## config.mk

```make
export PLATFORM = sky130hd
export DESIGN_NAME = dm1_mac
export DESIGN_NICKNAME = d
export VERILOG_FILES = /design/src/rtl/dm1_pkg.sv /design/src/rtl/dm1_adder.sv /design/src/rtl/dm1_mult.sv /design/src/rtl/dm1_mac.sv
export SDC_FILE = /design/constraint.sdc
export NUM_CORES = 1
export LEC_CHECK = 0
export CORE_ASPECT_RATIO = 0.6
export CORE_MARGIN = 3
export CORE_UTILIZATION = 47
export CTS_BUF_LIST = sky130_fd_sc_hd__clkbuf_16
export DETAILED_ROUTE_END_ITERATION = 8
export PLACE_DENSITY = 0.66
export REMOVE_ABC_BUFFERS = 1
export SLEW_MARGIN = 25
export SYNTH_ARGS = -nofsm -noshare
export SYNTH_HDL_FRONTEND = slang
export SYNTH_HIERARCHICAL = 1
export SYNTH_SLANG_ARGS = --single-unit
```

## constraint.sdc

```tcl
create_clock -name clk -period 20.5 [get_ports clk]
set_clock_uncertainty 0.2 [all_clocks]
set_input_delay 4.1 -clock clk [delete_from_list [all_inputs] [get_ports clk]]
set_output_delay 4.1 -clock clk [all_outputs]
set_load 0.05 [all_outputs]
```

## src/rtl/dm1_pkg.sv

```systemverilog
// Shared helpers for the diminished-one residue blocks.
// Assumes row counts are small positive integers known at elaboration.
package dm1_pkg;

    // Number of rows left after lv layers of 3:2 compression.
    function automatic int rows_after(input int rows, input int lv);
        int n;
        n = rows;
        for (int i = 0; i < lv; i++) n = 2 * (n / 3) + n % 3;
        return n;
    endfunction

    // Layers of 3:2 compression needed to bring rows down to two.
    function automatic int tree_depth(input int rows);
        int n;
        int l;
        n = rows;
        l = 0;
        while (n > 2) begin
            n = 2 * (n / 3) + n % 3;
            l++;
        end
        return l;
    endfunction

endpackage

```

## src/rtl/dm1_adder.sv

```systemverilog
// Diminished-one adder modulo 2^W+1.
// Computes S* = A* + B* + 1 (mod 2^W+1) on W-bit codes. A Kogge-Stone
// prefix tree gives the group carry-out. That carry-out is inverted and
// fed back as carry-in, with one extra combine level. A zero flag on
// one input passes the other input straight through. Assumes a code is
// 0 whenever its flag is set.
module dm1_adder #(
    parameter int W = 8
) (
    input  logic [W-1:0] x_code,
    input  logic         x_zero,
    input  logic [W-1:0] y_code,
    input  logic         y_zero,
    output logic [W-1:0] s_code,
    output logic         s_zero
);
    localparam int LG = (W > 1) ? $clog2(W) : 0;

    logic [W-1:0] gen [LG+1];
    logic [W-1:0] prp [LG+1];
    logic [W-1:0] carry;
    logic [W-1:0] raw_sum;
    logic         cin;
    logic         raw_zero;

    assign gen[0] = x_code & y_code;
    assign prp[0] = x_code ^ y_code;

    // Prefix levels: span doubles on each level.
    for (genvar k = 0; k < LG; k++) begin : g_lvl
        localparam int D = 1 << k;
        for (genvar i = 0; i < W; i++) begin : g_bit
            if (i >= D) begin : g_cmb
                assign gen[k+1][i] = gen[k][i] | (prp[k][i] & gen[k][i-D]);
                assign prp[k+1][i] = prp[k][i] & prp[k][i-D];
            end else begin : g_cpy
                assign gen[k+1][i] = gen[k][i];
                assign prp[k+1][i] = prp[k][i];
            end
        end
    end

    // Inverted end-around carry, combined into each bit position.
    assign cin      = ~gen[LG][W-1];
    assign carry[0] = cin;
    for (genvar i = 1; i < W; i++) begin : g_car
        assign carry[i] = gen[LG][i-1] | (prp[LG][i-1] & cin);
    end
    assign raw_sum  = prp[0] ^ carry;
    assign raw_zero = cin & prp[LG][W-1];

    // Select pass-through or the prefix sum.
    always_comb begin
        if (x_zero) begin
            s_code = y_code;
            s_zero = y_zero;
        end else if (y_zero) begin
            s_code = x_code;
            s_zero = 1'b0;
        end else begin
            s_code = raw_sum;
            s_zero = raw_zero;
        end
    end
endmodule

```

## src/rtl/dm1_mult.sv

```systemverilog
// Diminished-one multiplier modulo 2^W+1.
// Restores true operands (code+1) and forms W+1 shifted partial rows.
// A tree of 3:2 counters reduces the rows to two. One add gives the
// full product P. The fold P mod 2^W+1 = L - H uses the low half L and
// the high half H, with a single correction by +M. Either zero flag
// forces a zero product.
module dm1_mult #(
    parameter int W = 8
) (
    input  logic [W-1:0] a_code,
    input  logic         a_zero,
    input  logic [W-1:0] b_code,
    input  logic         b_zero,
    output logic [W-1:0] p_code,
    output logic         p_zero
);
    import dm1_pkg::*;

    localparam int AW = W + 1;
    localparam int PW = 2 * W + 2;
    localparam int R  = W + 1;
    localparam int LV = tree_depth(R);
    localparam logic [W+1:0] MOD = (W + 2)'((1 << W) + 1);

    logic [AW-1:0] a_true;
    logic [AW-1:0] b_true;
    logic [PW-1:0] pp [R];
    logic [PW-1:0] fin0;
    logic [PW-1:0] fin1;
    logic [PW-1:0] full;
    logic [W+1:0]  diff;
    logic [W+1:0]  res;

    assign a_true = AW'(a_code) + AW'(1);
    assign b_true = AW'(b_code) + AW'(1);

    // One row per multiplier bit.
    for (genvar i = 0; i < R; i++) begin : g_pp
        assign pp[i] = b_true[i] ? (PW'(a_true) << i) : '0;
    end

    // Compression layers: each group of three rows becomes two.
    for (genvar l = 0; l < LV; l++) begin : lvl
        localparam int NIN  = rows_after(R, l);
        localparam int NG   = NIN / 3;
        localparam int NR   = NIN % 3;
        localparam int NOUT = 2 * NG + NR;
        logic [PW-1:0] cur [NIN];
        logic [PW-1:0] nxt [NOUT];
        if (l == 0) begin : g_src0
            for (genvar j = 0; j < NIN; j++) begin : g_j
                assign cur[j] = pp[j];
            end
        end else begin : g_srcn
            for (genvar j = 0; j < NIN; j++) begin : g_j
                assign cur[j] = lvl[l-1].nxt[j];
            end
        end
        for (genvar g = 0; g < NG; g++) begin : g_csa
            assign nxt[2*g]   = cur[3*g] ^ cur[3*g+1] ^ cur[3*g+2];
            assign nxt[2*g+1] = ((cur[3*g] & cur[3*g+1]) | (cur[3*g] & cur[3*g+2])
                               | (cur[3*g+1] & cur[3*g+2])) << 1;
        end
        for (genvar k = 0; k < NR; k++) begin : g_pass
            assign nxt[2*NG+k] = cur[3*NG+k];
        end
    end

    if (LV == 0) begin : g_fin0
        assign fin0 = pp[0];
        assign fin1 = pp[1];
    end else begin : g_finn
        assign fin0 = lvl[LV-1].nxt[0];
        assign fin1 = lvl[LV-1].nxt[1];
    end

    assign full = fin0 + fin1;

    // Fold high half against low half, then correct a negative result.
    always_comb begin
        diff = {2'b00, full[W-1:0]} - full[PW-1:W];
        res  = diff[W+1] ? diff + MOD : diff;
    end

    assign p_zero = a_zero | b_zero | (res == '0);
    assign p_code = p_zero ? '0 : (res[W-1:0] - W'(1));
endmodule

```

## src/rtl/dm1_mac.sv

```systemverilog
// Multiply-accumulate modulo 2^W+1 on diminished-one codes.
// Each valid cycle: acc <= acc + A*B (mod 2^W+1). A synchronous clear
// or the active-low reset sets the accumulator to zero. Assumes operand
// codes are don't-care whenever their zero flag is high.
module dm1_mac #(
    parameter int W = 8
) (
    input  logic         clk,
    input  logic         rst_n,
    input  logic         clr,
    input  logic         in_vld,
    input  logic [W-1:0] a_code,
    input  logic         a_zero,
    input  logic [W-1:0] b_code,
    input  logic         b_zero,
    output logic [W-1:0] acc_code,
    output logic         acc_zero
);
    logic [W-1:0] prod_code;
    logic         prod_zero;
    logic [W-1:0] sum_code;
    logic         sum_zero;

    dm1_mult #(.W(W)) u_mult (
        .a_code (a_code),
        .a_zero (a_zero),
        .b_code (b_code),
        .b_zero (b_zero),
        .p_code (prod_code),
        .p_zero (prod_zero)
    );

    dm1_adder #(.W(W)) u_add (
        .x_code (prod_code),
        .x_zero (prod_zero),
        .y_code (acc_code),
        .y_zero (acc_zero),
        .s_code (sum_code),
        .s_zero (sum_zero)
    );

    // Accumulator register: reset/clear to zero, else load on valid.
    always_ff @(posedge clk) begin
        if (!rst_n || clr) begin
            acc_code <= '0;
            acc_zero <= 1'b1;
        end else if (in_vld) begin
            acc_code <= sum_code;
            acc_zero <= sum_zero;
        end
    end


    clr_zero_chk: assert property (@(posedge clk) disable iff (!rst_n)
        clr |=> (acc_zero && acc_code == '0));


    idle_hold_chk: assert property (@(posedge clk) disable iff (!rst_n)
        (!clr && !in_vld) |=> ($stable(acc_code) && $stable(acc_zero)));


    zero_op_hold_chk: assert property (@(posedge clk) disable iff (!rst_n)
        (!clr && in_vld && (a_zero || b_zero)) |=> ($stable(acc_code) && $stable(acc_zero)));


    zero_prod_chk: assert property (@(posedge clk) disable iff (!rst_n)
        (a_zero || b_zero) |-> (prod_zero && sum_code == acc_code && sum_zero == acc_zero));


    zero_canon_chk: assert property (@(posedge clk) disable iff (!rst_n)
        acc_zero |-> (acc_code == '0));
endmodule

```

==> out/results.txt, run 1 <==
Skew-Pair Late Insertion Delay -> 240 ps
CTS sink count -> 9
worst-margin pin slew -> 922 ps
commonest non-fill, non-tap cell in the layout -> nor2_1
most frequent cells in the layout -> 96 x nor2_1, 61 x inv_1, 54 x fa_1
largest net degree at the start of global routing -> 24
H-tree levels -> 1
ys flop type -> dfxtp_1
via count -> 4095
CTS tree -> built
DP HPWL -> 10000 microns
first-pass iteration count of the detailed router -> 5
wire per inst -> 16.1 microns
die width -> 135 microns
Final Max Slew Viols -> 0
Post-Synthesis Cell Area -> 0.00471 sq mm
RePlAce Congestion -> 0.892
Initial Utilization -> 49.8%
Worst setup EP type -> flip-flop
Worst Hold Class -> flip-flop to flip-flop
DRC -> 0
maxcap violations -> 0
flops & latches, synth -> 9
first-pass GRT wire length -> 20500 microns
Clock Tree Buf Depth -> 2
setup bufs post-CTS -> 0
ratio of cells with drive above 1 in the final layout -> 8.82%
total grt overflow -> 0
CTS root buf -> clkbuf_16
Slew HR -> 38.3%
vias in the first global route -> 4075
Core ar. -> 0.00946 sq mm
Seq/Total Area, Yosys -> 3.82%
Total GRT Usage -> 22.0%
Final setup viols -> 0
Detail Route Antenna Nets -> 0
initial antenna violation count -> 0
I/O pin count -> 31
fmax -> 66.9 MHz
outcome -> finished clean
Yosys Warn Count -> 6
dpl cell area -> 0.00511 sq mm
IO Port Bufs -> 30
row cnt -> 27
slowest cell on the critical path -> clkdlybuf4s50_1
critical path class -> primary input to flip-flop
setup total negative slack -> 0 ps
top post-synthesis cells by area -> fa_1 23%, ha_1 14%, nor2_1 7.6%, xnor2_1 5.2%, inv_1 4.8%
final instance area -> 0.00520 sq mm
Final Hold Vio Count -> 0
Post-synth EDFFs -> 0
Worst Path Arrival -> 14870 ps
clock slew at reported path FFs -> 40 ps
Synth Area per Inst -> 8.18 sq um
Required @ worst endpoint -> 20430 ps
die height -> 83.6 microns
Synth top area share -> 22.9%
hold buffers post-CTS -> 0
Final Core Density -> 55.0%
part of the cycle the worst path needs -> 72.9%
Total Wirelength -> 11800 microns
CP peak stage delay -> 680 ps
Initial DRC Count -> 387
pre-CTS setup slack -> 5440 ps
cell taking the most area after synthesis -> fa_1
Final Critical Period -> 14950 ps
cell count after synthesis -> 576
RSZ-0062 raised after global routing -> no
Post-CTS Resized -> 0
Synth async-reset ratio -> 0%
die area -> 0.0113 sq mm
CTS Buf Count -> 3
setup ws final -> 5550 ps
Synth cell types -> 79
post-layout net count -> 730
Via density -> 5.60
n_diodes -> 0
CP Launch Type -> primary input
crit-path max FO -> 23
Layout Area Growth over Synthesis -> 10.4%
-- stage by stage --
stage	instances	hold slack, ps
floorplan	566	562
global placement	727	330
detailed placement	727	341
CTS	731	348
global route	731	396
finish	731	352
-- sequential cells by signal (all words and copies together), names as in the netlist --
register	cells
acc_code	8
acc_zero	1
-- cell families after synthesis --
group                    share of synthesized area, %
AND/OR/NAND/NOR                                  24.1
AO/OA/AOI/OAI                                    15.9
adder cells (fa/ha/maj)                          36.7
multiplexers                                     4.17
buffers and inverters                            6.32
XOR/XNOR                                         8.98
flip-flops                                       3.82
-- layout make-up --
type / instances / area (sq um)
Clock buffer: 3 / 75.1
Clock inverter: 1 / 3.75
Fill cell: 876 / 4260
Inverter: 61 / 229
Multi-Input combinational cell: 496 / 4240
Sequential cell: 9 / 180
Tap cell: 130 / 163
Timing Repair Buffer: 31 / 308
-- per-layer routing --
| layer | track usage (%) | vias to the layer above | share of wire [%] | routed length, microns |
|---|---|---|---|---|
| met1 | 36.5 | 1967 | 54 | 6310 |
| met3 | 4.88 | 2 | 7.4 | 874 |
| li1 | - | 2005 | - | - |
| met2 | 29.4 | 121 | 39 | 4580 |
| met5 | 0 | - | 0 | 0 |
| met4 | 1.28 | 0 | 0.19 | 22 |
-- cell usage after synthesis (all sizes together) (2+ instances only) --
master / number
o21a: 4
a21oi: 23
or2: 16
a41o: 2
o211ai: 5
and3: 5
and2: 3
nor2: 104
o22ai: 4
nand2: 33
nand2b: 15
fa: 54
nor3: 9
a21o: 8
nand3: 19
and4bb: 2
o221ai: 3
nor4b: 2
o21ai: 21
a31oi: 4
inv: 60
mux2: 2
mux2i: 17
xor2: 14
nor2b: 9
ha: 52
a211oi: 8
a221oi: 2
and4: 2
or3: 3
dfxtp: 9
xnor2: 30
clkbuf: 5
nor3b: 2
nand4: 3
buf: 5
-- final timing paths --
kind,from,endpoint,slack [ps],depth (start not counted)
worst max-delay path,a_code[0],acc_code[0]$_SDFFE_PP0P_,5550,43
worst min-delay path,acc_code[2]$_SDFFE_PP0P_,acc_code[2]$_SDFFE_PP0P_,350,2
worst max register to register,acc_code[5]$_SDFFE_PP0P_,acc_code[0]$_SDFFE_PP0P_,17780,9
worst min register to register,acc_code[2]$_SDFFE_PP0P_,acc_code[2]$_SDFFE_PP0P_,350,2
-- critical path: cells and delay by family --
kind                     cells  cell delay, ps
adder cells (fa/ha/maj)     10            4160
AO/OA/AOI/OAI               14            2520
XOR/XNOR                     3            1390
buffers and inverters        5            1140
AND/OR/NAND/NOR              8             940
multiplexers                 3             610
Power of run 1 is left out: the tool's default activity adds up to more than one toggle a clock period on the data nets, which glitch-free logic cannot reach.
==> inputs of run 2 (changes only) <==
--- a/config.mk
+++ b/config.mk
@@ -10,7 +10,7 @@
 export CORE_UTILIZATION = 47
 export CTS_BUF_LIST = sky130_fd_sc_hd__clkbuf_16
 export DETAILED_ROUTE_END_ITERATION = 8
-export PLACE_DENSITY = 0.66
+export PLACE_DENSITY = 0.68
 export REMOVE_ABC_BUFFERS = 1
 export SLEW_MARGIN = 25
 export SYNTH_ARGS = -nofsm -noshare
==> constraint.sdc (replaced) <==
create_clock -name clk -period 12 [get_ports clk]
set_clock_uncertainty 0.2 [all_clocks]
set_input_delay 2.4 -clock clk [delete_from_list [all_inputs] [get_ports clk]]
set_output_delay 2.4 -clock clk [all_outputs]
set_load 0.05 [all_outputs]
==> out/results.txt, run 2 (same netlist as run 1, synthesis figures left out) <==
outcome -> finished clean
wire per inst -> 16.9 microns
CTS Buf Count -> 3
Worst Path Arrival -> 11540 ps
Via density -> 5.62
post-layout net count -> 802
DP HPWL -> 10900 microns
die width -> 135 microns
pre-CTS setup slack -> -224 ps
Post-Place Cells -> 783
Worst setup EP type -> flip-flop
final hold slack -> 356 ps
CP Launch Type -> primary input
CP peak stage delay -> 580 ps
H-tree levels -> 1
commonest non-fill, non-tap cell in the layout -> nor2_1
vias in the first global route -> 4288
IO Port Bufs -> 30
CTS sink count -> 9
first-pass GRT wire length -> 21300 microns
n_diodes -> 0
Skew-Pair Late Insertion Delay -> 230 ps
Final Critical Period -> 11630 ps
hold buffers post-CTS -> 0
setup ws final -> 369 ps
Initial Utilization -> 49.8%
critical path class -> primary input to flip-flop
Worst Hold Class -> flip-flop to flip-flop
DRC -> 0
most frequent cells in the layout -> 90 x nor2_1, 71 x buf_4, 61 x inv_1
Slew HR -> 58.7%
clock slew at reported path FFs -> 40 ps
slowest cell on the critical path -> clkdlybuf4s50_1
Largest regs -> acc_code x8, acc_zero x1
worst-margin pin slew -> 618 ps
Worst R2R Start -> acc_code[3]$_SDFFE_PP0P_
CTS root buf -> clkbuf_16
Worst Setup SP -> a_code[2]
row cnt -> 27
Total GRT Usage -> 22.8%
Clock Tree Buf Depth -> 2
Final Hold Vio Count -> 0
FILL cells -> 785
total grt overflow -> 0
die height -> 83.6 microns
Core ar. -> 0.00946 sq mm
max reg flops -> 8
Required @ worst endpoint -> 11910 ps
via count -> 4512
ratio of cells with drive above 1 in the final layout -> 26.2%
largest net degree at the start of global routing -> 16
Critical Path Most Common Cell -> fa_1
min-delay src -> acc_code[3]$_SDFFE_PP0P_
Biggest register -> acc_code
Total Wirelength -> 13600 microns
initial antenna violation count -> 0
crit-path max FO -> 6
part of the cycle the worst path needs -> 96.9%
first-pass iteration count of the detailed router -> 5
RePlAce Congestion -> 1.01
delay-heaviest family, CP -> adder cells
I/O pin count -> 31
Detail Route Antenna Nets -> 0
final std cells w/o fill -> 803
Layout Area Growth over Synthesis -> 31.2%
maxcap violations -> 0
CTS tree -> built
fmax -> 86.0 MHz
Final setup viols -> 0
Initial DRC Count -> 416
die area -> 0.0113 sq mm
crit path buf inv count -> 3
Final Max Slew Viols -> 0
run 2: path summary, 6_finish.rpt:
kind / slack [ps] / end / cells after the start
worst min-delay path: 360 / acc_code[3]$_SDFFE_PP0P_ / 2
worst min register to register: 360 / acc_code[3]$_SDFFE_PP0P_ / 2
worst max register to register: 9460 / acc_code[0]$_SDFFE_PP0P_ / 9
worst max-delay path: 370 / acc_code[0]$_SDFFE_PP0P_ / 37
run 2: routing by layer:
metal | track usage (%) | share of wire, %
met5 | 0 | 0
met4 | 0.549 | 0.25
met3 | 3.73 | 8.1
met2 | 32.3 | 43
met1 | 37.6 | 49
run 2: final cells by class:
type	instances	area [sq um]	area share [%]
multi-input combinational	496	4660	75.3
timing repair buffer	103	876	14.2
inverter	61	229	3.70
sequential	9	180	2.91
tap	130	163	2.63
clock buffer	3	75.1	1.21
clock inverter	1	3.75	0.0607
run 2: worst reg2reg max path, stage by stage (launching register included):
cell and delay (ps):
dfxtp_1 370, ha_1 290, a21oi_2 240, o211ai_2 130, a21boi_2 190, fa_2 430, mux2i_1 140, o21ai_0 130
mux2i_1 220, nor2_1 70
run 2: repair_timing:
item,4_1_cts,5_1_grt
gates resized for setup,3,83
pin swaps,0,31
buffers inserted,0,16
endpoints found under the setup margin,4,9
run 2: metrics by stage:
stage               setup TNS, ps  util (%)  instance area, sq um
detailed placement          -1350      58.5                  5530
global route                 -283      65.4                  6180
global placement            -17.6      58.5                  5530
CTS                             0      59.6                  5630
floorplan                       0         -                  4640
finish                          0      65.4                  6180
Power of run 2 is left out for the same reason.
==> inputs of run 3 (changes only) <==
--- a/config.mk
+++ b/config.mk
@@ -5,12 +5,14 @@
 export SDC_FILE = /design/constraint.sdc
 export NUM_CORES = 1
 export LEC_CHECK = 0
+export CELL_PAD_IN_SITES_DETAIL_PLACEMENT = 0
+export CELL_PAD_IN_SITES_GLOBAL_PLACEMENT = 2
 export CORE_ASPECT_RATIO = 0.6
 export CORE_MARGIN = 3
-export CORE_UTILIZATION = 47
+export CORE_UTILIZATION = 34
 export CTS_BUF_LIST = sky130_fd_sc_hd__clkbuf_16
 export DETAILED_ROUTE_END_ITERATION = 8
-export PLACE_DENSITY = 0.68
+export PLACE_DENSITY_LB_ADDON = 0.1
 export REMOVE_ABC_BUFFERS = 1
 export SLEW_MARGIN = 25
 export SYNTH_ARGS = -nofsm -noshare
==> out/results.txt, run 3 (same netlist as run 1, synthesis figures left out) <==
outcome -> finished clean
CTS tree -> built
Final Hold Vio Count -> 0
commonest non-fill, non-tap cell in the layout -> buf_4
area taken by flip-flops and latches -> 180 sq um
die area -> 0.0154 sq mm
Slew HR -> 58.1%
FILL cells -> 1307
hold buffers post-CTS -> 0
DRC -> 0
I/O pin count -> 31
maxcap violations -> 0
most frequent cells in the layout -> 93 x buf_4, 91 x nor2_1, 60 x inv_1
Clock Tree Buf Depth -> 2
Skew-Pair Late Insertion Delay -> 240 ps
Worst setup EP type -> flip-flop
Detail Route Antenna Nets -> 0
wire per inst -> 16.1 microns
slowest cell on the critical path -> fa_1
final hold slack -> 355 ps
worst-margin pin slew -> 627 ps
largest net degree at the start of global routing -> 15
Core ar. -> 0.0132 sq mm
Via density -> 5.07
initial antenna violation count -> 0
IO Port Bufs -> 30
Initial Utilization -> 35.8%
RePlAce Congestion -> 0.856
Worst Path Arrival -> 11520 ps
max reg flops -> 8
H-tree levels -> 1
Final setup viols -> 0
via count -> 4389
part of the cycle the worst path needs -> 96.6%
Final Core Density -> 48.3%
vias in the first global route -> 4322
Layout Area Growth over Synthesis -> 35.0%
clock slew at reported path FFs -> 40 ps
Total GRT Usage -> 18.5%
CTS sink count -> 9
CTS Buf Count -> 3
first-pass iteration count of the detailed router -> 4
multi-input combinational cell area -> 0.00462 sq mm
Initial DRC Count -> 278
CP peak stage delay -> 540 ps
die width -> 158 microns
ratio of cells with drive above 1 in the final layout -> 28.0%
DP HPWL -> 12000 microns
Final Max Slew Viols -> 0
setup ws final -> 408 ps
n_diodes -> 0
Worst Hold Class -> flip-flop to flip-flop
Total Wirelength -> 13900 microns
critical path class -> primary input to flip-flop
crit-path max FO -> 9
CP Launch Type -> primary input
Biggest register -> acc_code
Largest regs -> acc_code x8, acc_zero x1
fmax -> 86.3 MHz
row cnt -> 32
Critical Path Most Common Cell -> fa_1
Required @ worst endpoint -> 11920 ps
CTS root buf -> clkbuf_16
first-pass GRT wire length -> 22900 microns
pre-CTS setup slack -> -376 ps
post-layout net count -> 825
total grt overflow -> 0
Final Critical Period -> 11590 ps
die height -> 97.2 microns
## run 3: cell types whose count changed in the layout (fill, tap and decap cells not counted), moves of 3 or more
cell | before | now
buf_4 | 71 | 93
clkdlybuf4s50_1 | 22 | 28
dlymetal6s2s_1 | 8 | 2
fa_1 | 49 | 53
fa_2 | 5 | 1
xnor2_2 | 5 | 9
xnor2_1 | 21 | 18
## run 3: layout make-up
type                            count  area share (%)
Timing Repair Buffer              126            16.3
Clock buffer                        3            1.18
Multi-Input combinational cell    496            72.7
Sequential cell                     9            2.83
Tap cell                          170            3.34
Clock inverter                      1          0.0787
Inverter                           61            3.60
## run 3: stage by stage
| step | setup TNS (ps) | instance area, sq um | cells |
|---|---|---|---|
| 4_1_cts | 0 | 5920 | 857 |
| 2_1_floorplan | 0 | 4640 | 566 |
| 3_5_place_dp | -1780 | 5810 | 853 |
| 6_report | 0 | 6360 | 866 |
| 5_1_grt | -119 | 6360 | 866 |
| 3_3_place_gp | -1970 | 5810 | 853 |
## run 3: worst max-delay path: cells and delay by family
kind | cells | cell delay, ps
AND/OR/NAND/NOR | 10 | 1430
XOR/XNOR | 3 | 640
adder cells (fa/ha/maj) | 9 | 3350
multiplexers | 2 | 240
buffers and inverters | 8 | 1330
AO/OA/AOI/OAI | 14 | 2090
## run 3: final timing paths
| kind | start | to | slack, ps | cells after the start |
|---|---|---|---|---|
| worst max-delay path | a_code[0] | acc_code[1]$_SDFFE_PP0P_ | 410 | 46 |
| worst max register to register | acc_code[4]$_SDFFE_PP0P_ | acc_code[1]$_SDFFE_PP0P_ | 9660 | 11 |
| worst min register to register | acc_code[1]$_SDFFE_PP0P_ | acc_code[1]$_SDFFE_PP0P_ | 350 | 2 |
| worst min-delay path | acc_code[1]$_SDFFE_PP0P_ | acc_code[1]$_SDFFE_PP0P_ | 350 | 2 |
## run 3: repair_timing
| item | 4_1_cts | 5_1_grt |
|---|---|---|
| gates resized for setup | 4 | 66 |
| pin swaps | 0 | 31 |
| setup endpoints to repair | 2 | 9 |
| setup buffers | 0 | 9 |
## run 3: layer usage
layer	GRT usage, %	share of wire [%]	vias to the layer above
met1	34.1	58	2089
met3	2.76	7.4	4
li1	-	-	2201
met2	21.6	35	95
met4	1.06	0.22	0
met5	0	0	-
Power of run 3 is left out for the same reason.
